### src/rtl/fstat_pkg.sv
package fstat_pkg;
  localparam int unsigned FSTAT_DEFAULT_N      = 3;
  localparam int unsigned FSTAT_DEFAULT_STAGES = 2;

  typedef enum logic {
    VIEW_LIVE  = 1'b0,
    VIEW_STICK = 1'b1
  } fstat_view_e;
endpackage

### src/rtl/fstat_sync.sv
module fstat_sync #(
  parameter int unsigned WIDTH  = 3,
  parameter int unsigned STAGES = 2
) (
  input  logic             clk,
  input  logic             rst_n,
  input  logic [WIDTH-1:0] d,
  output logic [WIDTH-1:0] q
);
  logic [WIDTH-1:0] chain [STAGES];

  always_ff @(posedge clk or negedge rst_n) begin
    if (!rst_n) chain[0] <= '0;
    else        chain[0] <= d;
  end

  for (genvar k = 1; k < STAGES; k++) begin : g_stage
    always_ff @(posedge clk or negedge rst_n) begin
      if (!rst_n) chain[k] <= '0;
      else        chain[k] <= chain[k-1];
    end
  end

  assign q = chain[STAGES-1];
endmodule

### src/rtl/fstat_sense.sv
module fstat_sense #(
  parameter int unsigned WIDTH = 3
) (
  input  logic [WIDTH-1:0] raw,
  input  logic [WIDTH-1:0] invert,
  output logic [WIDTH-1:0] adj
);
  for (genvar i = 0; i < WIDTH; i++) begin : g_bit
    // a 1 in the polarity bit flips an active-low line to active-high
    assign adj[i] = invert[i] ? ~raw[i] : raw[i];
  end
endmodule

### src/rtl/fstat_flags.sv
module fstat_flags #(
  parameter int unsigned WIDTH = 3
) (
  input  logic             clk,
  input  logic             rst_n,
  input  logic             stick_en,
  input  logic [WIDTH-1:0] adj,
  input  logic [WIDTH-1:0] clr_mask,
  output logic [WIDTH-1:0] flags
);
  for (genvar i = 0; i < WIDTH; i++) begin : g_flag
    always_ff @(posedge clk or negedge rst_n) begin
      if (!rst_n)         flags[i] <= 1'b0;
      else if (!stick_en) flags[i] <= 1'b0;
      else if (adj[i])    flags[i] <= 1'b1;       // set beats clear
      else if (clr_mask[i]) flags[i] <= 1'b0;
    end
  end

  assert_clear_when_live_R8: assert property (@(posedge clk) disable iff (!rst_n)
    !stick_en |=> (flags == '0));

  assert_set_wins_R6: assert property (@(posedge clk) disable iff (!rst_n)
    stick_en |=> (($past(adj) & ~flags) == '0));

  assert_sticky_hold_R4: assert property (@(posedge clk) disable iff (!rst_n)
    stick_en |=> ((($past(flags) & ~$past(clr_mask)) & ~flags) == '0));
endmodule

### src/rtl/fault_status_reg.sv
module fault_status_reg
  import fstat_pkg::*;
#(
  parameter int unsigned NUM_FAULTS  = FSTAT_DEFAULT_N,
  parameter int unsigned SYNC_STAGES = FSTAT_DEFAULT_STAGES
) (
  input  logic                  clk,
  input  logic                  rst_n,
  input  logic [NUM_FAULTS-1:0] fault_in,
  input  logic [NUM_FAULTS-1:0] sense_invert,
  input  logic                  latch_mode,
  input  logic                  wr_en,
  input  logic [NUM_FAULTS-1:0] wr_data,
  output logic [NUM_FAULTS-1:0] rd_data
);
  localparam int unsigned W = NUM_FAULTS;

  fstat_view_e  view;
  logic [W-1:0] synced;
  logic [W-1:0] adjusted;
  logic [W-1:0] clr_mask;
  logic [W-1:0] flags;

  assign view     = latch_mode ? VIEW_STICK : VIEW_LIVE;
  assign clr_mask = wr_en ? wr_data : '0;   // only matters while sticky

  fstat_sync #(.WIDTH(W), .STAGES(SYNC_STAGES)) u_sync (
    .clk(clk), .rst_n(rst_n), .d(fault_in), .q(synced)
  );

  fstat_sense #(.WIDTH(W)) u_sense (
    .raw(synced), .invert(sense_invert), .adj(adjusted)
  );

  fstat_flags #(.WIDTH(W)) u_flags (
    .clk(clk), .rst_n(rst_n), .stick_en(view == VIEW_STICK),
    .adj(adjusted), .clr_mask(clr_mask), .flags(flags)
  );

  always_comb begin
    unique case (view)
      VIEW_STICK: rd_data = flags;
      default:    rd_data = adjusted;
    endcase
  end

  assert_fresh_session_R8: assert property (@(posedge clk) disable iff (!rst_n)
    $rose(latch_mode) |-> (rd_data == '0));
endmodule

### config.mk
export PLATFORM = sky130hd
export DESIGN_NAME = fault_status_reg
export DESIGN_NICKNAME = d
export VERILOG_FILES = /design/src/rtl/fstat_pkg.sv /design/src/rtl/fstat_sync.sv /design/src/rtl/fstat_sense.sv /design/src/rtl/fstat_flags.sv /design/src/rtl/fault_status_reg.sv
export SDC_FILE = /design/constraint.sdc
export NUM_CORES = 1
export LEC_CHECK = 0
export BUFFER_PORTS_ARGS = -buffer_cell sky130_fd_sc_hd__buf_2
export CAP_MARGIN = 40
export CORE_AREA = 2 2 39 41
export CTS_CLUSTER_DIAMETER = 100
export DETAILED_ROUTE_END_ITERATION = 6
export DIE_AREA = 0 0 41 43
export GPL_ROUTABILITY_DRIVEN = 0
export GPL_TIMING_DRIVEN = 0
export SLEW_MARGIN = 5
export SYNTH_ARGS = -nofsm -noshare
export SYNTH_HDL_FRONTEND = slang
export SYNTH_HIERARCHICAL = 1
export SYNTH_SLANG_ARGS = --single-unit
### constraint.sdc
create_clock -name clk -period 2.6 [get_ports clk]
set_input_delay 0.13 -clock clk [delete_from_list [all_inputs] [get_ports clk]]
set_output_delay 0.13 -clock clk [all_outputs]
set_load 0.02 [all_outputs]
=== Word-level counts from Yosys, hierarchy flattened ===
Cells that the tools add are included.

* Input port bits: 13
* Logic and storage cells: 26
* Output and inout port bits: 3
* Register bits: 9

* Bitwise logic cells: 3
* Mux-type cells: 15
* Equal/unequal tests: 3

{| class="wikitable"
|+ Operators by type and width
! operator !! number
|-
| 1-bit 2-to-1 mux || 13
|-
| 3-bit != test (second input constant) || 3
|-
| 3-bit 2-to-1 mux || 2
|-
| 1-bit NOT || 3
|}

=== Longest topological paths before layout ===
Gate-level depths: netlist of run 1.

* Depth in word-level cells: 4
* Depth in mapped cells: 3
* Mapped depth without buffers: 3

=== Modules after synthesis ===
The synthesis of run 1 kept the hierarchy.

{| class="wikitable"
|+ By module, submodules not included
! module !! times used !! sequential area each (um^2) !! cells an instance !! area an instance (um^2)
|-
| fstat_sync || 1 || 150.1 || 9 || 172.7
|-
| fstat_flags || 1 || 75.1 || 9 || 138.9
|-
| fault_status_reg || 1 || 0.0 || 6 || 52.6
|-
| fstat_sense || 1 || 0.0 || 3 || 26.3
|}

=== Least setup slack after synthesis of run 1 ===
No wires, ideal clock.

* Path type: register to output
* Start: register u_sync.chain, in the netlist u_sync/q[0]
* End: output port rd_data[0]
* Path buffers: 1
* Required time: 2.470 ns
* Stages on the path, launching flop included: 4
* Arrival time: 0.909 ns
* Slack: 1.561 ns
* Path through: dfrtp_1 -> buf_4 -> xor2_1 -> mux2_2

* Word-level cells in the longest chain between the ends: 3

{| class="wikitable"
|+ Ends and longest elaborated chain
! item !! RTL line !! source
|-
| start: declaration || fstat_sync.sv:10 || <nowiki>logic [WIDTH-1:0] chain [STAGES];</nowiki>
|-
| start signal: indexed assignment || fstat_sync.sv:20 || <nowiki>else chain[k] <= chain[k-1];</nowiki>
|-
| 1-bit NOT || fstat_sense.sv:10 || <nowiki>assign adj[i] = invert[i] ? ~raw[i] : raw[i];</nowiki>
|-
| 1-bit 2-to-1 mux (*) || fstat_sense.sv:10 ||
|-
| net adjusted[0] || fault_status_reg.sv:20 || <nowiki>logic [W-1:0] adjusted;</nowiki>
|-
| 3-bit 2-to-1 mux (*) || fault_status_reg.sv:41 || <nowiki>unique case (view)</nowiki>
|-
| end: declaration || fault_status_reg.sv:14 || <nowiki>output logic [NUM_FAULTS-1:0] rd_data</nowiki>
|}

The timed path passes the listed nets; every way through them passes the cells marked *.

=== Worst setup path after layout of run 1 ===
* Start: register u_sync.chain, in the netlist u_sync/q[2]
* End: output port rd_data[2]

Same word-level chain as after synthesis.

==> qor.csv, run 1 <==
stage;metric;value;unit
detailed_routing;drc violations;0;
cts;postcts setup bufs;0;
synth;synthesized cell area;390;sq um
floorplanning;Top-Level Pins;16;
detailed_routing;M1 wire length;216;um
worst_setup_path;kind of critical path;flop to output pin;
timing;Rel. slew slack;0.871;
pwr;Leakage;0.273;nW
detailed_routing;Vias/cell;4.03;
detailed_routing;WL/cell;8.68;um
worst_hold_path;Worst Hold Class;input port to flop;
cells_and_area;Fillers;144;
timing;setup TNS;0;ps
worst_setup_path;CP Data Required Time;2470;ps
cells_and_area;layout cells sized above 1;0.540;
floorplanning;Chip Height;43;um
pwr;Peak VDD IR;0.220;mV
cells_and_area;# diodes;0;
synth;Yosys top cell by area;dfrtp_1;
detailed_routing;TritonRoute pass-1 iters;1;
detailed_routing;metal2 WL;310;um
grt;GRT overflow;0;
cts;clock net sink count;9;
synth;Synth Register Bits;9;
cts;number of H-tree levels;1;
cells_and_area;NumNets Final;64;
cts;CTS Buf Count;3;
synth;synth top area cells;dfrtp_1, nor2b_4, mux2_2;
cts;Clk pin slew, worst setup/hold paths;60;ps
synth;count of different cell masters after synthesis;7;
worst_setup_path;CP endpoint kind;output pin;
detailed_routing;Top Metal Used;met3;
grt;initial antenna violation count;0;
placement;placed cell area;485;sq um
timing;FMAX;0.702;GHz
timing;final critical-path share of the clock period;0.548;
synth;top cell type's share of synthesized area;0.577;
placement;hpwl dp;404;um
synth;Avg Synthesized Cell Area;14.5;sq um
cts;TritonCTS clock tree;built;
timing;RSZ-0062 raised after global routing;false;
detailed_routing;ANT nets after route;0;
placement;PortBufs;15;
detailed_routing;Via Count;266;
pwr;Design Power;0.000313;W
detailed_routing;First DRT Iteration DRCs;0;
worst_setup_path;Critical Path Fanout Max;2;
cells_and_area;final instance area;552;sq um
grt;total global-route track usage;0.0856;
floorplanning;Die Area;1760;sq um
cts;CTS max path bufs;2;
timing;Worst Tran Pin Value;194;ps
synth;Post-Synthesis Cells;27;
pwr;Power Dens Cells;567;nW/um^2
grt;largest net degree at the start of global routing;10;
cts;clock insertion delay at the later pin of the skew report;250;ps
synth;Synth warnings;6;
flow_run;max cap viols;0;
synth;Seq/Total Area, Yosys;0.577;
cells_and_area;Synth-to-Final Area Change;41.3;%
floorplanning;core area;1380;sq um
worst_setup_path;type of origin of the critical path;flop;
floorplanning;starting density of the core;0.282;
outcome;outcome;complete, no violations;
floorplanning;die width;41;um
timing;Final Setup Violations;0;
synth;synthesized net count;40;
grt;number of global-route vias before repair;290;
timing;Period minus WS final;1420;ps
grt;first-pass GRT wire length;972;um
detailed_routing;final WL;573;um
timing;final hold vios;0;
timing;Final Skew;0.712;ps
cts;Root Driver;clkbuf_4;
timing;Max Transition Viols Final;0;
worst_setup_path;CP Data Arrival Time;1290;ps
floorplanning;row count;14;
detailed_routing;WL met3;47;um
worst_setup_path;reg2reg setup slack;1680;ps
-- metrics by stage --
stage / utilization / std cells / hold slack, ps / setup WS, ps
after detailed placement: 0.351 / 58 / -12.1 / 1440
after global placement: 0.351 / 58 / -12.5 / 1450
after global routing: 0.399 / 66 / 155 / 1130
final: 0.399 / 66 / 161 / 1180
after CTS: 0.399 / 66 / 150 / 1150
after floorplan: - / 27 / -166 / 1560
-- final timing paths --
| check | start | cells past startpoint | to |
|---|---|---|---|
| max in group asynchronous | rst_n | 2 | u_sync/chain[3] |
| min reg2reg | u_sync/chain[4] | 0 | u_sync/q[1] |
| min | latch_mode | 2 | u_flags/flags[2] |
| max reg2reg | u_sync/q[1] | 3 | u_flags/flags[1] |
| min in group asynchronous | rst_n | 2 | u_sync/chain[4] |
| max | u_sync/q[2] | 4 | rd_data[2] |
-- cell families after synthesis --
kind of cell              count (synthesis)  share of synthesized area
DFF                                       9                      0.577
and+or+nand+nor                           6                      0.154
AOI/OAI and AO/OA                         3                     0.0577
muxes                                     3                     0.0865
xor gates and xnor gates                  3                     0.0673
buffers and inverters                     3                     0.0577
-- what timing repair did --
action / 4_1_cts / 5_1_grt
gates resized for setup: 0 / 0
endpoints found under the hold margin: 12 / 0
hold buffers: 4 / 0
-- cell usage after synthesis --
cell and instances:
mux2_2 3, o21a_1 3, nor2b_4 3, buf_4 3
and2_1 3, xor2_1 3, dfrtp_1 9
-- routing by layer --
metal | GRT usage | vias up
met4 | 0.100 | 0
li1 | - | 129
met3 | 0.0157 | 0
met5 | 0 | -
met2 | 0.138 | 11
met1 | 0.0743 | 126
-- cell usage in the layout, fill, tap and decap left out, drive strengths merged --
cell and count:
and2 3, buf 18, clkbuf 4, dfrtp 9, dlygate4sd3 4, mux2 3, nor2b 3, o21a 3
xor2 3
-- state kept, by name, indices dropped and copies added, names as in the netlist --
register	cells
u_sync/q	3
u_flags/flags	3
u_sync/chain	3
-- power breakdown --
group | switching, W | internal (W) | leakage (nW) | total [W]
registers | 0.00000299 | 0.000149 | 0.108 | 0.000152
clock network | 0.0000447 | 0.0000589 | 0.0150 | 0.000104
logic | 0.0000243 | 0.0000331 | 0.150 | 0.0000574
total | 0.0000720 | 0.000241 | 0.273 | 0.000313
-- worst max-delay path, stage by stage (launching register included) --
cell and delay [ps]:
dfrtp_1 360, buf_4 130, xor2_1 140, mux2_2 260, buf_2 160
-- final cells by class --
| class | instances | area, sq um | share of cell area |
|---|---|---|---|
| multi-input combinational | 15 | 143 | 0.259 |
| timing repair buffer | 19 | 115 | 0.209 |
| clock buffer | 4 | 26.3 | 0.0476 |
| buffer | 3 | 22.5 | 0.0408 |
| tap | 16 | 20.0 | 0.0363 |
| sequential | 9 | 225 | 0.408 |
Power figures use the tool's default switching activity.
==> inputs of run 2 (changes only) <==
- clock period: 2.6 -> 1.4 ns (I/O delays scaled with it)
==> qor.csv, run 2 (synthesis gave the netlist of run 1 again) <==
stage;metric;value;unit
outcome;outcome;complete, no violations;
pwr;Power Dens Cells;1050;nW/um^2
cts;clock insertion delay at the later pin of the skew report;250;ps
worst_setup_path;slowest CP cell;dfrtp_1;
flow_run;max cap viols;0;
timing;final setup margin;44.8;ps
cells_and_area;final cell count without fillers;66;
detailed_routing;TritonRoute pass-1 iters;1;
cells_and_area;# diodes;0;
grt;initial antenna violation count;0;
timing;Worst Tran Pin Value;195;ps
pwr;Leakage;0.276;nW
timing;Rel. slew slack;0.870;
timing;FMAX;0.738;GHz
floorplanning;Top-Level Pins;16;
timing;RSZ-0062 raised after global routing;false;
detailed_routing;drc violations;0;
placement;Setup WS pre-CTS;295;ps
cells_and_area;Synth-to-Final Area Change;44.6;%
cells_and_area;Fillers;142;
timing;Min Hold Slack;99.6;ps
timing;final critical-path share of the clock period;0.968;
worst_setup_path;Critical Path Fanout Max;2;
detailed_routing;WL/cell;8.74;um
floorplanning;starting density of the core;0.282;
cts;clock net sink count;9;
floorplanning;Chip Height;43;um
worst_setup_path;type of origin of the critical path;flop;
worst_setup_path;CP Data Required Time;1330;ps
floorplanning;Die Area;1760;sq um
timing;Final Skew;0.712;ps
cts;CTS Buf Count;3;
floorplanning;die width;41;um
cts;CTS max path bufs;2;
cts;Root Driver;clkbuf_4;
detailed_routing;ANT nets after route;0;
grt;total global-route track usage;0.0856;
cells_and_area;NumNets Final;64;
timing;final hold vios;0;
grt;number of global-route vias before repair;290;
placement;PortBufs;15;
timing;setup TNS;0;ps
pwr;Peak VDD IR;0.410;mV
placement;placed instance count;58;
cts;postcts setup bufs;0;
cells_and_area;layout cells sized above 1;0.540;
worst_setup_path;CP Cell Sequence;buf_4 -> xor2_1 -> mux2_2 -> buf_6;
cells_and_area;commonest non-fill, non-tap cell in the layout;buf_2;
cells_and_area;post-route core utilization;0.408;
timing;Final Setup Violations;0;
cts;Clk pin slew, worst setup/hold paths;60;ps
timing;Period minus WS final;1360;ps
cts;number of H-tree levels;1;
detailed_routing;final WL;577;um
worst_setup_path;kind of critical path;flop to output pin;
worst_setup_path;CP Data Arrival Time;1290;ps
worst_hold_path;Worst Hold Class;input port to flop;
floorplanning;core area;1380;sq um
detailed_routing;Via Count;267;
timing;Max Transition Viols Final;0;
detailed_routing;Vias/cell;4.05;
floorplanning;row count;14;
cells_and_area;most frequent cells in the layout;buf_2, dfrtp_1, dlygate4sd3_1;
worst_setup_path;worst stage delay on the critical path;360;ps
detailed_routing;First DRT Iteration DRCs;0;
grt;first-pass GRT wire length;972;um
worst_setup_path;CP endpoint kind;output pin;
placement;hpwl dp;404;um
cts;TritonCTS clock tree;built;
grt;GRT overflow;0;
grt;largest net degree at the start of global routing;10;
run 2: power breakdown:
group          internal (W)  switching, W  total (W)
clock              0.000109     0.0000830   0.000192
combinational     0.0000699     0.0000467   0.000117
sequential         0.000277    0.00000555   0.000282
total              0.000456      0.000135   0.000591
run 2: timing repair:
item / 4_1_cts / 5_1_grt
resized for setup: 0 / 4
endpoints found under the hold margin: 12 / 0
hold buffers: 4 / 0
setup endpoints to repair: 0 / 2
run 2: worst paths after layout:
path                                 start          endpoint  slack [ps]  cells after the start
max                            u_sync/q[2]        rd_data[2]          40                      4
min                             latch_mode  u_flags/flags[2]         100                      2
max reg2reg                    u_sync/q[2]  u_flags/flags[2]         480                      3
min reg2reg                u_sync/chain[4]       u_sync/q[1]         350                      0
max in group asynchronous            rst_n   u_sync/chain[3]        1040                      2
min in group asynchronous            rst_n   u_sync/chain[4]         190                      2
run 2: per-stage QoR:
stage	total power [W]	instance area, sq um
6_report	0.000591	564
5_1_grt	0.000626	564
4_1_cts	0.000600	552
3_5_place_dp	0.000387	485
3_3_place_gp	0.000386	485
2_1_floorplan	0.000349	390
run 2: worst max-delay path, delay by kind of cell, from the launching register on:
kind,cells,cell delay [ps]
xor+xnor,1,140
flops,1,360
mux,1,270
buf+inv,2,260
run 2: cell type report:
class / instances / area, sq um / share of cell area
Sequential cell: 9 / 225 / 0.399
Timing Repair Buffer: 19 / 128 / 0.226
Multi-Input combinational cell: 15 / 143 / 0.253
Clock buffer: 4 / 26.3 / 0.0466
Buffer: 3 / 22.5 / 0.0399
Tap cell: 16 / 20.0 / 0.0355
run 2: layer usage:
metal	wire, um	global-route usage	share of wire
met2	316	0.138	0.55
met1	216	0.0743	0.37
met5	0	0	0
met4	0	0.100	0
met3	45	0.0157	0.078
